$ cat src/rtl/dma_seq_pkg.sv
package dma_seq_pkg;
   // control word bit positions
   localparam int B_EN   = 15;
   localparam int B_SIZE = 14;
   localparam int B_DIR  = 13;
   localparam int B_HALF = 12;
   localparam int B_NULL = 11;
   localparam logic [15:0] CTRL_IMPL = 16'hF833;

   typedef enum logic [2:0] {
      SEL_CTRL = 3'd0,
      SEL_BUFA = 3'd1,
      SEL_BUFB = 3'd2,
      SEL_PER  = 3'd3,
      SEL_CNT  = 3'd4
   } cfg_sel_e;

   typedef enum logic [1:0] {
      AM_INC = 2'b00,
      AM_FIX = 2'b01,
      AM_PER = 2'b10,
      AM_RSV = 2'b11
   } amode_e;

   typedef struct packed {
      logic   en;
      logic   byte_sz;
      logic   ram_to_per;
      logic   half_irq;
      logic   null_wr;
      amode_e amode;
      logic   pingpong;
      logic   oneshot;
   } ctrl_t;
endpackage

$ cat src/rtl/dma_seq_regs.sv
module dma_seq_regs
   import dma_seq_pkg::*;
#(
   parameter int AW = 16,
   parameter int PW = 12,
   parameter int CW = 10
) (
   input  logic          clk,
   input  logic          rst_n,
   input  logic          we,
   input  logic [2:0]    sel,
   input  logic [15:0]   wdata,
   input  logic          clr_en,
   output ctrl_t         ctrl,
   output logic [15:0]   ctrl_word,
   output logic          ctrl_wr,
   output logic [AW-1:0] start_a,
   output logic [AW-1:0] start_b,
   output logic [PW-1:0] per_addr,
   output logic [CW-1:0] count
);
   logic [15:0] raw;

   assign ctrl_wr = we && (sel == SEL_CTRL);

   always_ff @(posedge clk) begin
      if (!rst_n) begin
         raw      <= '0;
         start_a  <= '0;
         start_b  <= '0;
         per_addr <= '0;
         count    <= '0;
      end else begin
         if (ctrl_wr)
            raw <= wdata & CTRL_IMPL;
         else if (clr_en)
            raw[B_EN] <= 1'b0;
         if (we && sel == SEL_BUFA) start_a  <= wdata[AW-1:0];
         if (we && sel == SEL_BUFB) start_b  <= wdata[AW-1:0];
         if (we && sel == SEL_PER)  per_addr <= wdata[PW-1:0];
         if (we && sel == SEL_CNT)  count    <= wdata[CW-1:0];
      end
   end

   assign ctrl_word = raw;

   always_comb begin
      ctrl.en         = raw[B_EN];
      ctrl.byte_sz    = raw[B_SIZE];
      ctrl.ram_to_per = raw[B_DIR];
      ctrl.half_irq   = raw[B_HALF];
      ctrl.null_wr    = raw[B_NULL];
      ctrl.amode      = amode_e'(raw[5:4]);
      ctrl.pingpong   = raw[1];
      ctrl.oneshot    = raw[0];
   end


   en_clear_chk: assert property (@(posedge clk) disable iff (!rst_n)
      clr_en |=> !ctrl.en);
endmodule

$ cat src/rtl/dma_seq_count.sv
module dma_seq_count #(
   parameter int CW = 10
) (
   input  logic          clk,
   input  logic          rst_n,
   input  logic          restart,
   input  logic          step,
   input  logic [CW-1:0] count,
   output logic          last,
   output logic          half_hit
);
   logic [CW-1:0] elem;
   logic [CW:0]   half_pt;
   logic [CW:0]   half_eff;

   always_comb begin
      half_pt  = ({1'b0, count} + (CW+1)'(1)) >> 1;
      half_eff = (half_pt == '0) ? (CW+1)'(1) : half_pt;
      last     = (elem == count);
      half_hit = (({1'b0, elem} + (CW+1)'(1)) == half_eff);
   end

   always_ff @(posedge clk) begin
      if (!rst_n || restart)
         elem <= '0;
      else if (step)
         elem <= last ? '0 : elem + CW'(1);
   end


   half_before_end_chk: assert property (@(posedge clk) disable iff (!rst_n)
      (step && half_hit && count != '0) |-> !last);
endmodule

$ cat src/rtl/dma_seq_addr.sv
module dma_seq_addr
   import dma_seq_pkg::*;
#(
   parameter int AW = 16
) (
   input  logic          clk,
   input  logic          rst_n,
   input  logic          restart,
   input  logic          step,
   input  logic          blk_end,
   input  amode_e        amode,
   input  logic          byte_sz,
   input  logic          pingpong,
   input  logic [AW-1:0] start_a,
   input  logic [AW-1:0] start_b,
   output logic [AW-1:0] cur,
   output logic          buf_b
);
   logic          next_buf;
   logic [AW-1:0] stride;

   assign next_buf = pingpong & ~buf_b;
   assign stride   = byte_sz ? AW'(1) : AW'(2);

   always_ff @(posedge clk) begin
      if (!rst_n) begin
         cur   <= '0;
         buf_b <= 1'b0;
      end else if (restart) begin
         cur   <= start_a;
         buf_b <= 1'b0;
      end else if (step && blk_end) begin
         cur   <= next_buf ? start_b : start_a;
         buf_b <= next_buf;
      end else if (step && amode == AM_INC) begin
         cur   <= cur + stride;
      end
   end


   inc_addr_chk: assert property (@(posedge clk) disable iff (!rst_n)
      (step && !blk_end && !restart && amode == AM_INC)
      |=> cur == $past(cur) + ($past(byte_sz) ? AW'(1) : AW'(2)));


   fixed_addr_chk: assert property (@(posedge clk) disable iff (!rst_n)
      (step && !blk_end && !restart && amode != AM_INC) |=> $stable(cur));


   pp_toggle_chk: assert property (@(posedge clk) disable iff (!rst_n)
      (step && blk_end && !restart && pingpong) |=> buf_b != $past(buf_b));
endmodule

$ cat src/rtl/dma_chan_seq.sv
module dma_chan_seq
   import dma_seq_pkg::*;
#(
   parameter int AW = 16,
   parameter int PW = 12,
   parameter int CW = 10
) (
   input  logic          clk,
   input  logic          rst_n,
   input  logic          cfg_we,
   input  logic [2:0]    cfg_sel,
   input  logic [15:0]   cfg_wdata,
   output logic [15:0]   ctrl_rd,
   input  logic          req,
   input  logic [AW-1:0] req_addr,
   output logic          cmd_valid,
   output logic          cmd_ram_to_per,
   output logic          cmd_byte,
   output logic [AW-1:0] cmd_ram_addr,
   output logic [PW-1:0] cmd_per_addr,
   output logic          cmd_null_per,
   output logic          irq
);
   if (AW < 2 || AW > 16) begin : g_bad_aw
      $error("dma_chan_seq: AW must be 2..16");
   end
   if (PW < 1 || PW > 16) begin : g_bad_pw
      $error("dma_chan_seq: PW must be 1..16");
   end
   if (CW < 1 || CW > 16) begin : g_bad_cw
      $error("dma_chan_seq: CW must be 1..16");
   end

   ctrl_t         ctrl;
   logic          ctrl_wr;
   logic [AW-1:0] start_a, start_b, cur;
   logic [PW-1:0] per_addr;
   logic [CW-1:0] count;
   logic          last, half_hit, buf_b;
   logic          go, stop;

   assign go   = req && ctrl.en && !ctrl_wr;
   assign stop = go && last && ctrl.oneshot && (!ctrl.pingpong || buf_b);

   dma_seq_regs #(.AW(AW), .PW(PW), .CW(CW)) u_regs (
      .clk(clk), .rst_n(rst_n), .we(cfg_we), .sel(cfg_sel), .wdata(cfg_wdata),
      .clr_en(stop), .ctrl(ctrl), .ctrl_word(ctrl_rd), .ctrl_wr(ctrl_wr),
      .start_a(start_a), .start_b(start_b), .per_addr(per_addr), .count(count)
   );

   dma_seq_count #(.CW(CW)) u_count (
      .clk(clk), .rst_n(rst_n), .restart(ctrl_wr), .step(go), .count(count),
      .last(last), .half_hit(half_hit)
   );

   dma_seq_addr #(.AW(AW)) u_addr (
      .clk(clk), .rst_n(rst_n), .restart(ctrl_wr), .step(go), .blk_end(last),
      .amode(ctrl.amode), .byte_sz(ctrl.byte_sz), .pingpong(ctrl.pingpong),
      .start_a(start_a), .start_b(start_b), .cur(cur), .buf_b(buf_b)
   );

   always_ff @(posedge clk) begin
      if (!rst_n) begin
         cmd_valid      <= 1'b0;
         cmd_ram_to_per <= 1'b0;
         cmd_byte       <= 1'b0;
         cmd_ram_addr   <= '0;
         cmd_per_addr   <= '0;
         cmd_null_per   <= 1'b0;
         irq            <= 1'b0;
      end else begin
         cmd_valid <= go;
         irq       <= go && (ctrl.half_irq ? half_hit : last);
         if (go) begin
            cmd_ram_to_per <= ctrl.ram_to_per;
            cmd_byte       <= ctrl.byte_sz;
            cmd_ram_addr   <= (ctrl.amode == AM_PER) ? req_addr : cur;
            cmd_per_addr   <= per_addr;
            cmd_null_per   <= ctrl.null_wr && !ctrl.ram_to_per;
         end
      end
   end


   cmd_req_chk: assert property (@(posedge clk) disable iff (!rst_n)
      cmd_valid |-> $past(req));


   null_dir_chk: assert property (@(posedge clk) disable iff (!rst_n)
      cmd_null_per |-> !cmd_ram_to_per);


   irq_with_cmd_chk: assert property (@(posedge clk) disable iff (!rst_n)
      irq |-> cmd_valid);
endmodule

$ cat config.mk
export PLATFORM = sky130hd
export DESIGN_NAME = dma_chan_seq
export DESIGN_NICKNAME = d
export VERILOG_FILES = /design/src/rtl/dma_seq_pkg.sv /design/src/rtl/dma_seq_regs.sv /design/src/rtl/dma_seq_count.sv /design/src/rtl/dma_seq_addr.sv /design/src/rtl/dma_chan_seq.sv
export SDC_FILE = /design/constraint.sdc
export NUM_CORES = 1
export LEC_CHECK = 0
export BUFFER_PORTS_ARGS = -buffer_cell sky130_fd_sc_hd__buf_2
export CORE_ASPECT_RATIO = 1.75
export CORE_MARGIN = 2
export CORE_UTILIZATION = 58
export DETAILED_ROUTE_END_ITERATION = 10
export HOLD_SLACK_MARGIN = 0.05
export PLACE_DENSITY = 0.83
export REMOVE_ABC_BUFFERS = 1
export SLEW_MARGIN = 20
export SYNTH_ARGS = -nofsm -noshare
export SYNTH_HDL_FRONTEND = slang
export SYNTH_SLANG_ARGS = --single-unit
$ cat constraint.sdc
create_clock -name clk -period 2.8 [get_ports clk]
set_input_delay 0.14 -clock clk [delete_from_list [all_inputs] [get_ports clk]]
set_output_delay 0.14 -clock clk [all_outputs]
set_load 0.01 [all_outputs]
==> results_dict.tcl, run 1 <==
set metrics [dict create \
    root_buffer_cell "sky130_fd_sc_hd__clkbuf_16" \
    postSynthAreaPerCell_um2 8.171 \
    viasPerCell 5.885 \
    cp.buffers_inverters 0 \
    cp_top_family "compound AO/OA/AOI/OAI gates" \
    insertedDiodeCount 0 \
    pre_cts_slack_ns 0.3943 \
    area_growth_syn_to_layout_pct 18.67 \
    clk_pin_slew_worst_paths_ns 0.06 \
    postCtsSetupRepairBufs 0 \
    min_delay_path_depth 3 \
    clkSinkCount 123 \
    critPathLaunchType "flop" \
    cp_slowest_cell "sky130_fd_sc_hd__o21ai_1" \
    synth-edff-count 0 \
    synthDominantCellAreaShare_pct 38.89 \
    fp.dieArea_um2 11800 \
    placeableCoreArea_um2 10700 \
    final_critical_path_setup_slack_ns 0.1921 \
    tritoncts "yes" \
    routed-via-count 5820 \
    cts_buffers 17 \
    dieWidth_um 82.99 \
    floorplan.die.height_um 142.2 \
    synth_flop_cell "sky130_fd_sc_hd__dfxtp_1" \
    static-leakage-power_nw 3.063 \
    largest_clock_skew_in_the_final_design_ns 0.005579 \
    synthTopCellsByArea "sky130_fd_sc_hd__dfxtp_1, sky130_fd_sc_hd__nand2_1, sky130_fd_sc_hd__a21boi_0, sky130_fd_sc_hd__mux2i_1, sky130_fd_sc_hd__a21oi_1" \
    starting_utilization_of_the_core_area_pct 59.19 \
    dp_hpwl_um 11870 \
    layout_min_cycle_time_ns 2.608 \
    worstPathArrival_ns 2.93 \
    cp.required_ns 3.12 \
    fin_util_pct 70.25 \
    slew_viol_final 0 \
    pin_count_of_the_biggest_net_entering_global_routing 78 \
    leftover_overflow_at_the_end_of_global_routing 0 \
    total_power_mw 4.470 \
    nNetsFinal 890 \
    cp_slowest_stage_delay_ns 0.72 \
    gp_routability_congestion 0.8782 \
    final.hold.worst_slack_ns 0.05933 \
    io_pins 88 \
    worst_skew_pair_latency_ns 0.41 \
    placement_rows 50 \
    max_slew.worst_pin.slew_ns 0.8799 \
    post_route_cells_drive_above_1_share_pct 16.41 \
    grt_pass1_wl_um 27730 \
    yosys_register_bits 123 \
    seq_total_area_yosys_pct 38.89 \
    status "completed" \
    initial_antenna_violation_count 0 \
    finalCritPeriodShare_pct 93.14 \
    final_hold_violation_count 0 \
    gates_resized_cts_repair 0 \
    detail_route.first_pass.iterations 7 \
    final_design_area_no_fill_um2 7515 \
    max_freq_ghz 0.3834 \
    post_route_wl_um 17050 \
    crit_cells 6 \
    grtUsageTotal_pct 28.71 \
    reg2reg_depth 6 \
    first_global_vias 5692 \
    clockBufferDepth 2 \
    worstPathMaxFanout 14 \
    starting_drc_count_in_detailed_routing 484 \
    final-setup-viol-count 0 \
    layout.cells.non_filler 989 \
    placedCellCount 943 \
    netlist_area_um2 6332 \
    setup-tns-final_ns 0 \
    min_path_type "primary input to flop" \
    syn-instance-count 775 \
    htree_levels 4 \
    routed_wire_length_per_instance_um 17.23 \
    end_kind "flop" \
    post-synth-top-area-cell "sky130_fd_sc_hd__dfxtp_1" \
    grt_setup_unrepaired "false" \
    antenna_violating_nets_post_route 0 \
    vdd_ir_drop_max_mv 0.4985 \
    crit_type "flop to flop" \
    power.density_cell_area_nw_per_um2 594.8 \
    ys_async_sr_fraction_pct 0 \
    drv.max_cap_violation_count 0 \
    post_synth_top_cells "sky130_fd_sc_hd__nand2_1, sky130_fd_sc_hd__dfxtp_1, sky130_fd_sc_hd__a21boi_0" \
    post-route-drc-count 0 \
    crit_path_cell_trace "xor2_1 > nor4_4 > a31oi_1 > o21ai_1 > o21ai_0 > a41oi_1" \
    netlist-cell-type-count 56 \
    placed_area_um2 6738 \
    buffer_ports.inserted 80 \
    max-slew-margin-rel_pct 40.95 \
    synthMostInstantiatedCell "sky130_fd_sc_hd__nand2_1" \
    ys.warnings.count 0 \
]
-- placed cells by master, fill, tap and decap left out, types with 3 or more instances in the layout --
| cell | instances |
|---|---|
| sky130_fd_sc_hd__a31oi_1 | 6 |
| sky130_fd_sc_hd__nor2_1 | 22 |
| sky130_fd_sc_hd__nor2b_1 | 4 |
| sky130_fd_sc_hd__a21boi_0 | 78 |
| sky130_fd_sc_hd__and3_1 | 15 |
| sky130_fd_sc_hd__buf_4 | 20 |
| sky130_fd_sc_hd__nor3_1 | 9 |
| sky130_fd_sc_hd__bufinv_16 | 4 |
| sky130_fd_sc_hd__o21ai_1 | 3 |
| sky130_fd_sc_hd__clkbuf_16 | 17 |
| sky130_fd_sc_hd__and4_1 | 4 |
| sky130_fd_sc_hd__nand4_1 | 12 |
| sky130_fd_sc_hd__o211ai_1 | 5 |
| sky130_fd_sc_hd__or2_2 | 4 |
| sky130_fd_sc_hd__xnor2_1 | 17 |
| sky130_fd_sc_hd__and2_1 | 3 |
| sky130_fd_sc_hd__o21ai_0 | 18 |
| sky130_fd_sc_hd__ha_1 | 4 |
| sky130_fd_sc_hd__dlygate4sd3_1 | 14 |
| sky130_fd_sc_hd__dfxtp_1 | 123 |
| sky130_fd_sc_hd__buf_2 | 80 |
| sky130_fd_sc_hd__o211a_1 | 16 |
| sky130_fd_sc_hd__clkbuf_8 | 3 |
| sky130_fd_sc_hd__xnor3_1 | 6 |
| sky130_fd_sc_hd__mux2i_1 | 20 |
| sky130_fd_sc_hd__nor4_1 | 4 |
| sky130_fd_sc_hd__or3_1 | 6 |
| sky130_fd_sc_hd__conb_1 | 7 |
| sky130_fd_sc_hd__o31ai_1 | 7 |
| sky130_fd_sc_hd__xor2_1 | 17 |
| sky130_fd_sc_hd__a21oi_1 | 36 |
| sky130_fd_sc_hd__inv_1 | 4 |
| sky130_fd_sc_hd__nand2_1 | 212 |
| sky130_fd_sc_hd__nand2b_1 | 4 |
| sky130_fd_sc_hd__nand3_1 | 22 |
-- state kept, by name, indices dropped and copies added, names as in the netlist, 9 cells and up --
register / cells
cmd_per_addr: 12
cmd_ram_addr: 16
u_addr.cur: 16
u_count.elem: 10
u_regs.count: 10
u_regs.ctrl_word: 9
u_regs.per_addr: 12
u_regs.start_a: 16
u_regs.start_b: 16
-- per-layer routing --
layer / wire, um / global-route usage (%) / up-vias
li1: - / - / 2786
met1: 6720 / 32.90 / 2699
met2: 8627 / 50.34 / 265
met3: 956 / 5.452 / 70
met4: 740 / 15.19 / 0
met5: 0 / 0 / -
-- final timing paths --
check                                  startpoint                 to  slack, ns
worst max register to register    u_count.elem[4]     u_addr.cur[12]       0.19
worst max-delay path              u_count.elem[4]     u_addr.cur[12]       0.19
worst min-delay path                 cfg_wdata[9]  u_regs.start_b[9]       0.06
worst min register to register  u_regs.start_b[3]  u_regs.start_b[3]       0.46
-- worst register-to-register path: stages, from the launching register on --
cell and delay, ns:
sky130_fd_sc_hd__dfxtp_1 0.54, sky130_fd_sc_hd__xor2_1 0.16, sky130_fd_sc_hd__nor4_4 0.44, sky130_fd_sc_hd__a31oi_1 0.16, sky130_fd_sc_hd__o21ai_1 0.72, sky130_fd_sc_hd__o21ai_0 0.24, sky130_fd_sc_hd__a41oi_1 0.26
-- area by class of cell --
cell class / count / area (um^2)
Sequential cell: 123 / 2462
Multi-Input combinational cell: 586 / 3547
Fill cell: 821 / 3183
Timing Repair Buffer: 114 / 690.7
Clock inverter: 10 / 162.7
Clock buffer: 22 / 474.2
Tap cell: 130 / 162.7
Inverter: 4 / 15.01
-- report_power, final --
part           internal, mW  leakage [nW]  total [mW]  switching [mW]
clock                  1.56         0.307        2.36           0.794
combinational         0.122          1.76       0.301           0.179
sequential             1.78         0.994        1.81          0.0313
total                  3.47          3.06        4.47            1.00
-- cells by family (layout without fill, tap and decap cells) --
group	count (synthesis)	count (layout)	share of synthesized area, %
AND/OR/NAND/NOR	332	332	23.89
AO/OA/AOI/OAI	181	181	20.17
adder cells (fa/ha/maj)	5	5	1.107
buffers and inverters	72	150	5.513
other	1	7	0.05922
multiplexers	20	20	3.161
flip-flops	123	123	38.89
XOR/XNOR	41	41	7.212
-- timing repair --
| action | 4_1_cts | 5_1_grt |
|---|---|---|
| endpoints found under the setup margin | 0 | 0 |
| endpoints found under the hold margin | 42 | 0 |
| hold buffers | 14 | 0 |
No activity file was read; power rests on OpenSTA's default activity.
==> run 2: changes to the inputs <==
--- a/config.mk
+++ b/config.mk
@@ -5,7 +5,7 @@
 export SDC_FILE = /design/constraint.sdc
 export NUM_CORES = 1
 export LEC_CHECK = 0
-export BUFFER_PORTS_ARGS = -buffer_cell sky130_fd_sc_hd__buf_2
+export BUFFER_PORTS_ARGS = -buffer_cell sky130_fd_sc_hd__clkbuf_2
 export CORE_ASPECT_RATIO = 1.75
 export CORE_MARGIN = 2
 export CORE_UTILIZATION = 58
@@ -16,4 +16,5 @@
 export SLEW_MARGIN = 20
 export SYNTH_ARGS = -nofsm -noshare
 export SYNTH_HDL_FRONTEND = slang
+export SYNTH_HIERARCHICAL = 1
 export SYNTH_SLANG_ARGS = --single-unit
==> results_dict.tcl, run 2 <==
set metrics [dict create \
    status "completed" \
    r2r-end "u_addr/cur[15]" \
    dieWidth_um 83.53 \
    max_slew.worst_pin.slew_ns 0.9852 \
    yosys_register_bits 123 \
    routed_wire_length_per_instance_um 18.54 \
    setup-tns-final_ns 0 \
    fp.dieArea_um2 11960 \
    reg2reg_depth 7 \
    synthTopCellsByArea "sky130_fd_sc_hd__dfxtp_1, sky130_fd_sc_hd__mux2i_1, sky130_fd_sc_hd__nand2_1, sky130_fd_sc_hd__xnor2_1, sky130_fd_sc_hd__a21oi_1" \
    grt_setup_unrepaired "false" \
    drv.max_cap_violation_count 0 \
    worstPathArrival_ns 2.86 \
    r2r-start "u_regs/count[5]" \
    starting_drc_count_in_detailed_routing 371 \
    io_pins 88 \
    finalCritPeriodShare_pct 90.25 \
    post-synth-top-area-cell "sky130_fd_sc_hd__dfxtp_1" \
    placeableCoreArea_um2 10760 \
    final_hold_violation_count 0 \
    largest_clock_skew_in_the_final_design_ns 0.009406 \
    postSynthAreaPerCell_um2 8.735 \
    max_freq_ghz 0.3957 \
    busiest_layer "met2" \
    post-route-drc-count 0 \
    detail_route.first_pass.iterations 5 \
    ys.warnings.count 6 \
    area_of_the_multi_input_gates_um2 3510 \
    pre_cts_slack_ns 0.1727 \
    grt_pass1_wl_um 27750 \
    clockBufferDepth 2 \
    synth-edff-count 0 \
    insertedDiodeCount 0 \
    slew_viol_final 0 \
    mostFrequentLayoutCell "sky130_fd_sc_hd__nand2_1" \
    pin_count_of_the_biggest_net_entering_global_routing 81 \
    clk_pin_slew_worst_paths_ns 0.06 \
    post_route_wl_um 17540 \
    end_kind "flop" \
    synthMostInstantiatedCell "sky130_fd_sc_hd__nand2_1" \
    met2_usage_pct 55.26 \
    seq_total_area_yosys_pct 38.36 \
    min_path_type "primary input to flop" \
    cp_slowest_stage_delay_ns 0.57 \
    post_route_cells_drive_above_1_share_pct 20.59 \
    crit_path_end "u_addr/cur[15]" \
    starting_utilization_of_the_core_area_pct 59.66 \
    tritoncts "yes" \
    layout_min_cycle_time_ns 2.527 \
    crit_path_cell_trace "xnor2_1 > nand4_1 > nor4_4 > o21bai_1 > a21oi_2 > or4_1 > a31oi_1" \
    gp_routability_congestion 0.9538 \
    max-slew-margin-rel_pct 33.97 \
    htree_levels 4 \
    globalRouteMet1Util_pct 29.61 \
    netlist_area_um2 6420 \
    worst_skew_pair_latency_ns 0.41 \
    critPathLaunchType "flop" \
    timing.critical_path.from "u_regs/count[5]" \
    cp.buffers_inverters 0 \
    routed-via-count 5742 \
    post_synth_top_cells "sky130_fd_sc_hd__nand2_1, sky130_fd_sc_hd__dfxtp_1, sky130_fd_sc_hd__mux2i_1" \
    leftover_overflow_at_the_end_of_global_routing 0 \
    worstPathMaxFanout 10 \
    area_growth_syn_to_layout_pct 17.31 \
    cts_buffers 17 \
    postCtsSetupRepairBufs 0 \
    power.density_cell_area_nw_per_um2 598.5 \
    root_buffer_cell "sky130_fd_sc_hd__clkbuf_16" \
    nNetsFinal 848 \
    final-setup-viol-count 0 \
    buffer_ports.inserted 80 \
    antenna_violating_nets_post_route 0 \
    layout.cells.non_filler 946 \
    synthDominantCellAreaShare_pct 38.36 \
    cp.required_ns 3.14 \
    crit_cells 7 \
    first_global_vias 5691 \
    placedCellCount 896 \
    grtUsageTotal_pct 29.35 \
    syn-instance-count 735 \
    final_critical_path_setup_slack_ns 0.2731 \
    vdd_ir_drop_max_mv 0.5398 \
    netlist-cell-type-count 76 \
    viasPerCell 6.070 \
    total_power_mw 4.507 \
    cp_top_family "simple AND/OR/NAND/NOR gates" \
    ys_async_sr_fraction_pct 0 \
    placement_rows 50 \
    clkSinkCount 123 \
    cp_slowest_cell "sky130_fd_sc_hd__dfxtp_1" \
    rrSetupSlack_ns 0.27 \
    crit_type "flop to flop" \
    static-leakage-power_nw 3.209 \
    met3_usage_pct 4.220 \
    most_frequent_cells_in_the_layout "sky130_fd_sc_hd__nand2_1, sky130_fd_sc_hd__dfxtp_1, sky130_fd_sc_hd__clkbuf_2" \
    synth_flop_cell "sky130_fd_sc_hd__dfxtp_1" \
    layout.area.seq_um2 2462 \
    filler_cell_count 817 \
    initial_antenna_violation_count 0 \
    dp_hpwl_um 12240 \
    floorplan.die.height_um 143.2 \
]
==> run 2: cell types whose count changed after synthesis, sizes merged, moves of 9 or more <==
| cell | change |
|---|---|
| nand3 | -10 |
| xor2 | -9 |
| o21ai | +19 |
| mux2i | +46 |
| a21boi | -63 |
| nand2 | -56 |
| buf | +26 |
| a21oi | +27 |
| clkbuf | -25 |
| xnor2 | +10 |
| o211a | -15 |
==> run 2: repair_timing <==
action	in CTS	in global routing
hold buffers	19	0
endpoints found under the setup margin	0	1
endpoints found under the hold margin	25	0
resized for setup	0	1
==> run 2: worst min-delay path by stage <==
stage | depth (start not counted) | slack, ns | endpoint | start
2_1_floorplan | 2 | 0.25 | cmd_ram_addr[7] | rst_n
3_3_place_gp | 3 | 0.37 | cmd_ram_addr[4] | req_addr[4]
3_5_place_dp | 3 | 0.37 | cmd_ram_addr[3] | req_addr[3]
4_1_cts | 3 | 0.05 | u_regs/per_addr[9] | cfg_wdata[9]
5_1_grt | 3 | 0.07 | u_regs/start_b[10] | cfg_wdata[10]
6_report | 3 | 0.07 | u_regs/per_addr[9] | cfg_wdata[9]
==> run 2: worst min-delay path, delay by kind of cell <==
kind,cells,cell delay [ns]
buf+inv,1,0.08
simple gates,1,0.13
mux,1,0.08
==> run 2: power breakdown <==
part	internal (mW)	switching [mW]
clock	1.58	0.819
combinational	0.124	0.168
sequential	1.78	0.0347
total	3.49	1.02
==> run 2: per-stage QoR <==
stage | hold slack (ns) | utilization (%) | cell area, um^2
CTS | 0.05126 | 69.91 | 7522
floorplan | 0.2508 | - | 5997
global placement | 0.3673 | 62.14 | 6686
detailed placement | 0.3742 | 62.14 | 6686
global route | 0.07200 | 69.99 | 7531
finish | 0.06731 | 69.99 | 7531
==> run 2: layout make-up <==
class	instances	area share (%)
Multi-Input combinational cell	539	46.60
Timing Repair Buffer	113	9.437
Clock buffer	17	5.649
Inverter	10	0.5316
Clock inverter	14	2.924
Sequential cell	123	32.70
Tap cell	130	2.160
==> run 2: metal layers <==
metal | wire, um | vias to the layer above
met4 | 1054 | 0
met1 | 6340 | 2754
met5 | 0 | -
met2 | 9458 | 226
li1 | - | 2678
met3 | 688 | 84
==> run 2: kinds of logic (layout without fill, tap and decap cells) <==
| kind of cell | count (synthesis) | in the layout | synth area share [%] |
|---|---|---|---|
| buffers and inverters | 79 | 154 | 7.562 |
| muxes | 68 | 68 | 10.64 |
| other | 1 | 7 | 0.05841 |
| and+or+nand+nor | 262 | 262 | 20.44 |
| DFF | 123 | 123 | 38.36 |
| AOI/OAI and AO/OA | 160 | 160 | 16.37 |
| xor gates and xnor gates | 37 | 37 | 5.477 |
| adders and majority gates | 5 | 5 | 1.091 |
==> run 3: changes to the inputs <==
--- a/config.mk
+++ b/config.mk
@@ -8,10 +8,10 @@
 export BUFFER_PORTS_ARGS = -buffer_cell sky130_fd_sc_hd__clkbuf_2
 export CORE_ASPECT_RATIO = 1.75
 export CORE_MARGIN = 2
-export CORE_UTILIZATION = 58
+export CORE_UTILIZATION = 38
 export DETAILED_ROUTE_END_ITERATION = 10
 export HOLD_SLACK_MARGIN = 0.05
-export PLACE_DENSITY = 0.83
+export PLACE_DENSITY = 0.6
 export REMOVE_ABC_BUFFERS = 1
 export SLEW_MARGIN = 20
 export SYNTH_ARGS = -nofsm -noshare
==> results_dict.tcl, run 3 (synthesized netlist as in run 2, its figures left out) <==
set metrics [dict create \
    post_route_cells_drive_above_1_share_pct 21.33 \
    clkSinkCount 123 \
    max-slew-margin-rel_pct 41.19 \
    end_kind "flop" \
    vdd_ir_drop_max_mv 0.4063 \
    placeableCoreArea_um2 16450 \
    starting_drc_count_in_detailed_routing 184 \
    routed-via-count 5433 \
    tritoncts "yes" \
    postCtsSetupRepairBufs 0 \
    viasPerCell 5.179 \
    dieWidth_um 102.3 \
    mostFrequentLayoutCell "sky130_fd_sc_hd__nand2_1" \
    buffer_ports.inserted 80 \
    starting_utilization_of_the_core_area_pct 39.04 \
    nNetsFinal 857 \
    static-leakage-power_nw 3.251 \
    drv.max_cap_violation_count 0 \
    grtUsageTotal_pct 20.35 \
    detail_route.first_pass.iterations 4 \
    grt_pass1_wl_um 28480 \
    final-setup-viol-count 0 \
    worstPathArrival_ns 2.81 \
    fp.dieArea_um2 17990 \
    clk_pin_slew_worst_paths_ns 0.06 \
    htree_levels 4 \
    cp.required_ns 3.14 \
    post-route-drc-count 0 \
    first_global_vias 5493 \
    gp_routability_congestion 0.8671 \
    max_freq_ghz 0.4039 \
    slew_viol_final 0 \
    finalCritPeriodShare_pct 88.43 \
    dp_hpwl_um 12410 \
    max_slew.worst_pin.slew_ns 0.8772 \
    placed_area_um2 6852 \
    grt_setup_unrepaired "false" \
    pin_count_of_the_biggest_net_entering_global_routing 66 \
    cts_buffers 17 \
    crit_type "flop to flop" \
    root_buffer_cell "sky130_fd_sc_hd__clkbuf_16" \
    worst_skew_pair_latency_ns 0.41 \
    fin_util_pct 47.00 \
    critPathLaunchType "flop" \
    placement_rows 62 \
    area_growth_syn_to_layout_pct 20.41 \
    antenna_violating_nets_post_route 0 \
    leftover_overflow_at_the_end_of_global_routing 0 \
    layout_min_cycle_time_ns 2.476 \
    routed_wire_length_per_instance_um 16.76 \
    worstPathMaxFanout 11 \
    clockBufferDepth 2 \
    io_pins 88 \
    post_route_wl_um 17580 \
    initial_antenna_violation_count 0 \
    final_hold_violation_count 0 \
    power.density_cell_area_nw_per_um2 601.8 \
    final_design_area_no_fill_um2 7730 \
    setup-tns-final_ns 0 \
    largest_clock_skew_in_the_final_design_ns 0.007054 \
    insertedDiodeCount 0 \
    floorplan.die.height_um 175.9 \
    final.hold.worst_slack_ns 0.06541 \
    min_path_type "primary input to flop" \
    status "completed" \
    most_frequent_cells_in_the_layout "sky130_fd_sc_hd__nand2_1, sky130_fd_sc_hd__dfxtp_1, sky130_fd_sc_hd__clkbuf_2" \
    filler_cell_count 1666 \
]
[run 3: through the flow]
stage / total power, mW / setup WS, ns / cells
after floorplan: 1.985 / -0.3314 / 672
after global placement: 2.123 / 0.3573 / 998
after detailed placement: 2.124 / 0.3905 / 998
after CTS: 4.696 / 0.3589 / 1049
after global routing: 4.797 / 0.08451 / 1049
final: 4.652 / 0.3241 / 1049
[run 3: path summary, 6_finish.rpt]
check / slack [ns] / start / endpoint / cells after the start
max: 0.32 / u_regs/count[5] / u_addr/cur[15] / 8
min: 0.07 / cfg_wdata[12] / u_regs/ctrl_word[12] / 3
max reg2reg: 0.32 / u_regs/count[5] / u_addr/cur[15] / 8
min reg2reg: 0.45 / u_regs/per_addr[7] / cmd_per_addr[7] / 2
[run 3: metal layers]
layer | GRT usage (%) | share of wire [%]
met1 | 22.00 | 39
met2 | 37.75 | 54
met3 | 3.009 | 3.5
met4 | 9.556 | 3.5
met5 | 0 | 0
[run 3: layout make-up]
| type | instances | area (um^2) | area share (%) |
|---|---|---|---|
| Multi-Input combinational cell | 539 | 3501 | 45.29 |
| Sequential cell | 123 | 2462 | 31.85 |
| Timing Repair Buffer | 122 | 768.2 | 9.938 |
| Clock buffer | 18 | 439.2 | 5.681 |
| Tap cell | 224 | 280.3 | 3.626 |
| Clock inverter | 13 | 239.0 | 3.092 |
| Inverter | 10 | 40.04 | 0.5180 |
[run 3: worst max-delay path, cell delays in order (launching register included)]
cell                       delay [ns]
sky130_fd_sc_hd__dfxtp_1         0.58
sky130_fd_sc_hd__xnor2_1         0.17
sky130_fd_sc_hd__nand4_1         0.12
sky130_fd_sc_hd__nor4_2          0.24
sky130_fd_sc_hd__buf_4           0.23
sky130_fd_sc_hd__o21bai_1        0.18
sky130_fd_sc_hd__a21oi_2         0.18
sky130_fd_sc_hd__or4_1           0.53
sky130_fd_sc_hd__a31oi_1         0.17
[run 3: report_power, final]
group | internal (mW) | switching, mW | leakage, nW
clock network | 1.70 | 0.845 | 0.323
logic | 0.129 | 0.166 | 1.93
registers | 1.78 | 0.0332 | 0.994
total | 3.61 | 1.04 | 3.25
[run 3: what timing repair did]
| action | 4_1_cts | 5_1_grt |
|---|---|---|
| hold buffers | 20 | 0 |
| endpoints found under the setup margin | 0 | 0 |
| endpoints found under the hold margin | 24 | 0 |
| gates resized for setup | 0 | 0 |
